### src/rtl/panel_tmg_pkg.sv
package panel_tmg_pkg;
  localparam int NCH     = 6;
  localparam int CH_STRT = 0;
  localparam int CH_CS_R = 1;
  localparam int CH_CS_F = 2;
  localparam int CH_PW_F = 3;
  localparam int CH_PW_R = 4;
  localparam int CH_REV  = 5;
endpackage

### src/rtl/ptg_line_counter.sv
module ptg_line_counter #(
  parameter int DW = 12
) (
  input  logic        clk,
  input  logic        rst_n,
  input  logic        line_start,
  output logic [DW:0] pos
);
  localparam logic [DW:0] SAT = {1'b1, {DW{1'b0}}};
  localparam logic [DW:0] ONE = {{DW{1'b0}}, 1'b1};

  logic [DW:0] cnt_q;

  always_ff @(posedge clk) begin
    if (!rst_n)           cnt_q <= SAT;
    else if (line_start)  cnt_q <= ONE;
    else if (cnt_q != SAT) cnt_q <= cnt_q + ONE;
  end

  // offset of the current edge relative to the last line start
  assign pos = line_start ? '0 : cnt_q;

  a_r9_count_saturates: assert property (@(posedge clk) disable iff (!rst_n)
    (cnt_q == SAT && !line_start) |=> (cnt_q == SAT));
endmodule

### src/rtl/ptg_event_match.sv
module ptg_event_match #(
  parameter int DW  = 12,
  parameter int NCH = 6
) (
  input  logic                   clk,
  input  logic                   rst_n,
  input  logic                   line_start,
  input  logic [NCH-1:0][DW-1:0] cfg,
  input  logic [DW:0]            pos,
  output logic [NCH-1:0]         hit
);
  logic [NCH-1:0][DW-1:0] lat_q;

  always_ff @(posedge clk) begin
    if (!rst_n)          lat_q <= '0;
    else if (line_start) lat_q <= cfg;
  end

  for (genvar g = 0; g < NCH; g++) begin : g_cmp
    logic [DW-1:0] eff;
    assign eff    = line_start ? cfg[g] : lat_q[g];
    assign hit[g] = (pos == {1'b0, eff});
  end

  a_r8_capture_hold: assert property (@(posedge clk) disable iff (!rst_n)
    !line_start |=> $stable(lat_q));
endmodule

### src/rtl/ptg_set_clr.sv
module ptg_set_clr #(
  parameter logic RST_VAL = 1'b0
) (
  input  logic clk,
  input  logic rst_n,
  input  logic set,
  input  logic clr,
  output logic q
);
  always_ff @(posedge clk) begin
    if (!rst_n)    q <= RST_VAL;
    else if (clr)  q <= 1'b0;
    else if (set)  q <= 1'b1;
  end

  a_r5_fall_wins: assert property (@(posedge clk) disable iff (!rst_n)
    (set && clr) |=> !q);
endmodule

### src/rtl/panel_ctrl_timer.sv
module panel_ctrl_timer
  import panel_tmg_pkg::*;
#(
  parameter int DW = 12
) (
  input  logic          pix_clk,
  input  logic          rst_n,
  input  logic          line_start,
  input  logic [DW-1:0] dly_start,
  input  logic [DW-1:0] dly_cs_rise,
  input  logic [DW-1:0] dly_cs_fall,
  input  logic [DW-1:0] dly_pw_fall,
  input  logic [DW-1:0] dly_pw_rise,
  input  logic [DW-1:0] dly_rev,
  output logic          start_pulse,
  output logic          clk_sel,
  output logic          pwr_sel,
  output logic          pol_rev
);
  localparam logic [DW:0] SAT = {1'b1, {DW{1'b0}}};

  logic [DW:0]            pos;
  logic [NCH-1:0][DW-1:0] cfg;
  logic [NCH-1:0]         hit;
  logic [DW-1:0]          strt_off;
  logic                   strt_q, rev_q;

  // start pulse sits one count early; zero is clamped to zero
  assign strt_off = (dly_start == '0) ? '0 : dly_start - 1'b1;

  always_comb begin
    cfg          = '0;
    cfg[CH_STRT] = strt_off;
    cfg[CH_CS_R] = dly_cs_rise;
    cfg[CH_CS_F] = dly_cs_fall;
    cfg[CH_PW_F] = dly_pw_fall;
    cfg[CH_PW_R] = dly_pw_rise;
    cfg[CH_REV]  = dly_rev;
  end

  ptg_line_counter #(.DW(DW)) u_cnt (
    .clk(pix_clk), .rst_n(rst_n), .line_start(line_start), .pos(pos));

  ptg_event_match #(.DW(DW), .NCH(NCH)) u_match (
    .clk(pix_clk), .rst_n(rst_n), .line_start(line_start),
    .cfg(cfg), .pos(pos), .hit(hit));

  ptg_set_clr #(.RST_VAL(1'b0)) u_cs (
    .clk(pix_clk), .rst_n(rst_n),
    .set(hit[CH_CS_R]), .clr(hit[CH_CS_F]), .q(clk_sel));

  ptg_set_clr #(.RST_VAL(1'b1)) u_pw (
    .clk(pix_clk), .rst_n(rst_n),
    .set(hit[CH_PW_R]), .clr(hit[CH_PW_F]), .q(pwr_sel));

  always_ff @(posedge pix_clk) begin
    if (!rst_n) begin
      strt_q <= 1'b0;
      rev_q  <= 1'b0;
    end else begin
      strt_q <= hit[CH_STRT];
      rev_q  <= rev_q ^ hit[CH_REV];
    end
  end

  assign start_pulse = strt_q;
  assign pol_rev     = rev_q;

  a_r1_reset_state: assert property (@(posedge pix_clk)
    !rst_n |=> (!start_pulse && !clk_sel && pwr_sel && !pol_rev));

  a_r2_start_single: assert property (@(posedge pix_clk) disable iff (!rst_n)
    start_pulse |=> (!start_pulse || $past(line_start)));

  a_r7_rev_on_match: assert property (@(posedge pix_clk) disable iff (!rst_n)
    (pol_rev != $past(pol_rev)) |-> $past(hit[CH_REV]));

  a_r9_idle_quiet: assert property (@(posedge pix_clk) disable iff (!rst_n)
    (pos == SAT) |=> ($stable(clk_sel) && $stable(pwr_sel) &&
                      $stable(pol_rev) && !start_pulse));
endmodule

### config.mk
export PLATFORM = sky130hd
export DESIGN_NAME = panel_ctrl_timer
export DESIGN_NICKNAME = d
export VERILOG_FILES = /design/src/rtl/panel_tmg_pkg.sv /design/src/rtl/ptg_line_counter.sv /design/src/rtl/ptg_event_match.sv /design/src/rtl/ptg_set_clr.sv /design/src/rtl/panel_ctrl_timer.sv
export SDC_FILE = /design/constraint.sdc
export NUM_CORES = 1
export LEC_CHECK = 0
export ABC_AREA = 0
export BUFFER_PORTS_ARGS = -buffer_cell sky130_fd_sc_hd__buf_2
export CAP_MARGIN = 0
export CORE_ASPECT_RATIO = 1.75
export CORE_MARGIN = 1.5
export CORE_UTILIZATION = 30
export CTS_BUF_LIST = sky130_fd_sc_hd__clkbuf_16
export DETAILED_ROUTE_END_ITERATION = 12
export GPL_ROUTABILITY_DRIVEN = 0
export PLACE_DENSITY = 0.45
export SLEW_MARGIN = 20
export SYNTH_ARGS = -nofsm -noshare
export SYNTH_HDL_FRONTEND = slang
export SYNTH_SLANG_ARGS = --single-unit
### constraint.sdc
create_clock -name pix_clk -period 5.7 [get_ports pix_clk]
set_input_delay 0.57 -clock pix_clk [delete_from_list [all_inputs] [get_ports pix_clk]]
set_output_delay 0.57 -clock pix_clk [all_outputs]
set_load 0.03 [all_outputs]
* Word-level counts from Yosys, hierarchy flattened *
Index checks and enable logic that the tools add are counted.

cells by class
  multiplexer cells = 12
  $add $sub $neg = 2
  reductions and logical operators = 5
  eq/ne operators = 7
  bitwise gates (word level) = 2

operators with widths
  operator                                             count
  two-way mux 12 bit                                   7
  equality test 13 x 12 -> 1 bit                       6
  two-way mux 13 bit                                   3
  adder 13 x 1 -> 13 bit (second input constant)       1
  inequality test 13 bit (second input constant)       1
  zero test 12 bit                                     1
  subtractor 12 x 1 -> 12 bit (second input constant)  1
  nonzero test 2 bit                                   2
  OR reduction 2 bit                                   2
  two-way mux 1 bit                                    2
  inverter 1 bit                                       1
  XOR 1 bit                                            1

storage, ports and cells
  input port bits = 75
  output and inout bits = 4
  logic and storage cells = 40
  register bits = 89

* Depth between registers and ports, before layout *
  word-level depth = 4
  gate-level depth with buffers = 9
  gate-level depth less buffers = 8

* Hierarchy *
From an unflattened synthesis, not the netlist that was laid out.

second synthesis, totals
  cells, all modules = 490
  area total of the unflattened synthesis = 4,735.8 um^2

modules (own cells, without submodules)
  module               area each (um^2)  seq. area each (um^2)  cells an instance  times used
  ptg_event_match      3,543.4           1,441.4                340                1
  ptg_line_counter     760.7             260.2                  94                 1
  panel_ctrl_timer     366.6             40.0                   50                 1
  ptg_set_clr at u_cs  36.3              20.0                   3                  1
  ptg_set_clr at u_pw  28.8              20.0                   3                  1

* Worst setup path before layout *
No wires, ideal clock.

  path type = input to register
  start = input port dly_start[2]
  end = register strt_q, in the netlist start_pulse
  path slack = 3.066 ns
  required time = 5.612 ns
  library setup time = 0.088 ns
  data arrival time = 2.545 ns
  path buffers = 1
  cell stages on the path = 7
  cell sequence = buf_4 or4_1 nor2_1 xnor2_1 or4b_1 a2111o_1 a311oi_2

on the way
  word-level cells in the longest chain between the ends = 4
  elaborated cells between the ends (all ways) = 5
  those cells by class = add/sub: 1; eq/ne: 1; mux: 2; reduce/logical: 1

RTL lines
  item                                                             line                    source
  start: declaration                                               panel_ctrl_timer.sv:9   input logic [DW-1:0] dly_start,
  subtractor 12 x 1 -> 12 bit or zero test 12 bit (tied branches)  panel_ctrl_timer.sv:29  assign strt_off = (dly_start == '0) ? '0 : dly_start - 1'b1;
  two-way mux 12 bit (*)                                           panel_ctrl_timer.sv:29
  two-way mux 12 bit (*)                                           ptg_event_match.sv:21   assign eff = line_start ? cfg[g] : lat_q[g];
  equality test 13 x 12 -> 1 bit (*)                               ptg_event_match.sv:22   assign hit[g] = (pos == {1'b0, eff});
  end signal: assignment                                           panel_ctrl_timer.sv:61  strt_q <= hit[CH_STRT];
  end: declaration                                                 panel_ctrl_timer.sv:26  logic strt_q, rev_q;

Mark *: on every way between the ends. The rest lies on a longest branch, timed or not.
A chain may end at the register's enable or synchronous reset.

* Worst setup path after layout *
  start = input port line_start
  end = register u_cs.q

on the way
  word-level cells in the longest chain between the ends = 3
  elaborated cells between the ends (all ways) = 6
  those cells by class = eq/ne: 2; mux: 3; reduce/logical: 1

RTL lines
  item                                                      line                                           source
  start: declaration                                        panel_ctrl_timer.sv:8                          input logic line_start,
  two-way mux 13 bit or two-way mux 12 bit (tied branches)  ptg_line_counter.sv:21, ptg_event_match.sv:21
  equality test 13 x 12 -> 1 bit                            ptg_event_match.sv:22
  OR reduction 2 bit (no source line)                       n/a
  end signal: assignment                                    ptg_set_clr.sv:11                              if (!rst_n) q <= RST_VAL;
  end signal: assignment                                    ptg_set_clr.sv:12                              else if (clr) q <= 1'b0;
  end signal: assignment                                    ptg_set_clr.sv:13                              else if (set) q <= 1'b1;
  end: declaration                                          ptg_set_clr.sv:8                               output logic q

Parallel ways exist; a longest one is shown, timed or not.

==> flow_summary_export.csv <==
group,metric,value,unit
status,outcome,"complete, no violations",
route,initialDrtViolationCount,202,
finish,synthToLayoutAreaGrowth,16.37,%
global_route,antenna_found_initial,0,
die,io_pins,79,
route,routedWlPerCell,18.34,um
clocking,cts.clk_slew.worst_paths,0.06,ns
logic_synthesis,avgSynthCellArea,8.946,sq um
power,intPower,1.129,mW
sta,rsz0062_at_grt,"no",
logic_synthesis,synth_top_cell_by_area,"dfxtp_1",
clocking,clockBufferDepth,2,
die,core_area,15880,sq um
power,sequentialPowerShare,45.5,%
flow_run,drv_cap,0,
sta,worst_slew_pin_slew,0.8287,ns
sta,hold_ws,0.4924,ns
worst_setup_path,r2r_slack,3.19,ns
route,ant_nets,0,
logic_synthesis,synth_top_area_share,36.48,%
worst_setup_path,critPathRequiredTime,5.98,ns
finish,diodes,0,
finish,fin_cells,794,
worst_setup_path,timing.rr.end,"u_cs.q",
sta,post-route-min-period,2.962,ns
placed_design,numPortBuffers,78,
power,p_sw_share,25.00,%
finish,final_cell_area,5684,sq um
worst_setup_path,worst_setup_path_end_kind,"flip-flop",
logic_synthesis,synth-seq-cells,89,
worst_setup_path,startpoint,"line_start",
route,drt-total-wl,14560,um
logic_synthesis,synthArstFlopShare,0,%
sta,fmax,337.6,MHz
logic_synthesis,yosysWarnings,0,
die,die_w,99.46,um
power,p_comb_share,13.4,%
sta,hold_violations,0,
die,die_h,171.8,um
logic_synthesis,mappedNetlistArea,4885,sq um
logic_synthesis,synth_nets,625,
worst_setup_path,reg2reg_from,"u_cnt.cnt_q[5]",
sta,finClkSkew,0.006516,ns
clocking,cts_hold_buf,0,
logic_synthesis,synth_area_leaders,"dfxtp_1 (36%), mux2i_1 (13%), nor2b_1 (8.6%), xnor2_1 (6.1%), xor2_1 (2.7%)",
sta,setup_viol,0,
worst_setup_path,crit_path_start_kind,"input pin",
clocking,cts_resized,0,
logic_synthesis,synth-edff-count,0,
sta,maxSlewViolCount,0,
route,drc,0,
global_route,grt_use_total,17.50,%
clocking,cts_buffers,9,
finish,multi_input_area,2867,sq um
clocking,clock_sinks,89,
global_route,grt_pass1_vias,4282,
sta,slew_headroom,44.41,%
finish,fillCellCount,1675,
global_route,grt_pass1_wl,23070,um
power,p_sw,0.3763,mW
power,power_frac_clock,41.1,%
clocking,htree_levels,3,
placed_design,hpwl,10750,um
logic_synthesis,synth-seq-area-share,36.48,%
finish,drive_above_1_share,16.69,%
clocking,post-cts-setup-buffers,0,
placed_design,post_dp_cell_area,5383,sq um
die,floorplan.initialDensity,30.77,%
route,vias,4175,
logic_synthesis,synthCells,546,
worst_hold_path,hp-class,"flip-flop to flip-flop",
worst_setup_path,cp_max_fo,49,
worst_setup_path,endpoint,"u_cs.q",
power,power.density,264.8,nW/um^2
sta,timing.setup.tns,0,ns
finish,regArea,1782,sq um
power,power.leakage,2.255,nW
die,placementRows,61,
route,viasPerCell,5.258,
global_route,grt_max_degree,52,
clocking,cts_root_buffer,"clkbuf_16",
clocking,cts_tree,"yes",
finish,fin_nets,680,
logic_synthesis,ys.flop_type,"dfxtp_1",
logic_synthesis,synthDistinctLibCells,56,
clocking,clock_latency,0.34,ns
worst_setup_path,r2r_cells,6,
route,dr.pass1.iters,4,
worst_setup_path,arrival,3.24,ns
sta,layout_worst_path_cycle_share,51.96,%
worst_setup_path,critical_path_class,"input pin to flip-flop",
power,max-vdd-ir-drop,0.1338,mV
die,die_area,17090,sq um
placed_design,dp.cells,779,
global_route,overflow,0,
worst min-delay path by stage:
| stage | start | endpoint | depth (start not counted) |
|---|---|---|---|
| final | u_match.lat_q[3] | u_match.lat_q[3] | 2 |
| after global routing | dly_cs_rise[3] | u_match.lat_q[15] | 3 |
| after CTS | dly_rev[7] | u_match.lat_q[67] | 3 |
| after detailed placement | u_match.lat_q[3] | u_match.lat_q[3] | 2 |
| after global placement | u_match.lat_q[3] | u_match.lat_q[3] | 2 |
| after floorplan | u_match.lat_q[3] | u_match.lat_q[3] | 2 |
synth_stat cells, types with 2 or more instances:
library cell	n
a21oi_1	15
o221ai_1	2
nand3b_1	2
nand4_1	14
a22o_1	3
a22oi_1	5
buf_2	6
dfxtp_1	89
a31oi_1	4
and2_1	4
xnor2_1	34
inv_1	22
nor2b_1	67
o21ai_0	13
a221oi_1	6
a2111oi_0	7
xor2_1	15
mux2_2	2
ha_1	4
or4b_1	2
nor4_1	15
o22ai_1	13
clkinv_1	2
nor2_1	33
nor3_1	5
a211oi_1	3
clkbuf_1	28
nand2_1	18
or4_1	3
or3_1	3
a21boi_0	3
a41oi_1	3
nor4_4	2
nand3_1	12
o211ai_1	3
mux2i_1	61
o2bb2ai_1	4
per-stage QoR:
| stage | utilization [%] | power (mW) | worst slack, ns |
|---|---|---|---|
| detailed placement | 33.91 | 0.9025 | 2.377 |
| floorplan | - | 0.8255 | 3.066 |
| global route | 35.81 | 1.570 | 2.385 |
| global placement | 33.91 | 0.8987 | 2.500 |
| finish | 35.81 | 1.505 | 2.738 |
| CTS | 35.81 | 1.523 | 2.735 |
worst max-delay path: stages:
cell and delay [ns]:
buf_4 0.49, clkinv_1 0.87, nor4_1 0.52, a31oi_1 0.08
a2111oi_0 0.42, o221a_2 0.25
per-layer routing:
metal / vias to the layer above / global-route usage (%) / part of all wire, %
li1: 2068 / - / -
met1: 1955 / 20.47 / 42
met2: 122 / 31.03 / 51
met3: 30 / 3.048 / 4.2
met4: 0 / 7.655 / 3.1
met5: - / 0 / 0
final cells by class:
type	instances	area share (%)
clock buffer	9	3.962
clock inverter	6	1.343
inverter	24	1.585
multi-input combinational	397	50.43
sequential	89	31.34
tap	189	4.160
timing repair buffer	80	7.176
sequential cells by signal, indices dropped and copies added (netlist names):
signal / cells
pol_rev: 1
start_pulse: 1
u_cnt.cnt_q: 13
u_cs.q: 1
u_match.lat_q: 72
u_pw.q: 1
layout by cell type, fill, tap and decap left out, types with 4 or more instances in the layout:
cell type and count:
a2111oi_0 7, clkbuf_16 9, nand3_1 12, nand2_1 18, a221oi_1 6, nor4_1 15, o21ai_0 13, dfxtp_1 89
a31oi_1 4, nor2_1 33, nor3_1 5, xnor2_1 34, inv_1 24, o22ai_1 13, buf_2 77, o2bb2ai_1 4
xor2_1 15, mux2i_1 61, ha_1 4, nor2b_1 67, and2_1 4, nand4_1 14, a21oi_1 15, a22oi_1 5
cell families (layout without fill, tap and decap cells):
| family | Yosys count | count (layout) | share of synthesized area [%] |
|---|---|---|---|
| DFF | 89 | 89 | 36.48 |
| AOI/OAI and AO/OA | 94 | 94 | 13.76 |
| and+or+nand+nor | 187 | 187 | 22.16 |
| buffers and inverters | 60 | 119 | 4.841 |
| xor gates and xnor gates | 49 | 49 | 8.786 |
| adders and majority gates | 4 | 4 | 1.025 |
| muxes | 63 | 63 | 12.96 |
power groups by stage:
| stage | logic (mW) | clock network, mW | registers, mW |
|---|---|---|---|
| finish | 0.202 | 0.618 | 0.685 |
| CTS | 0.204 | 0.634 | 0.685 |
| floorplan | 0.140 | 0 | 0.685 |
| global route | 0.225 | 0.655 | 0.689 |
| detailed placement | 0.203 | 0 | 0.699 |
| global placement | 0.200 | 0 | 0.699 |
Note: power is estimated with default switching activity, not from simulation.
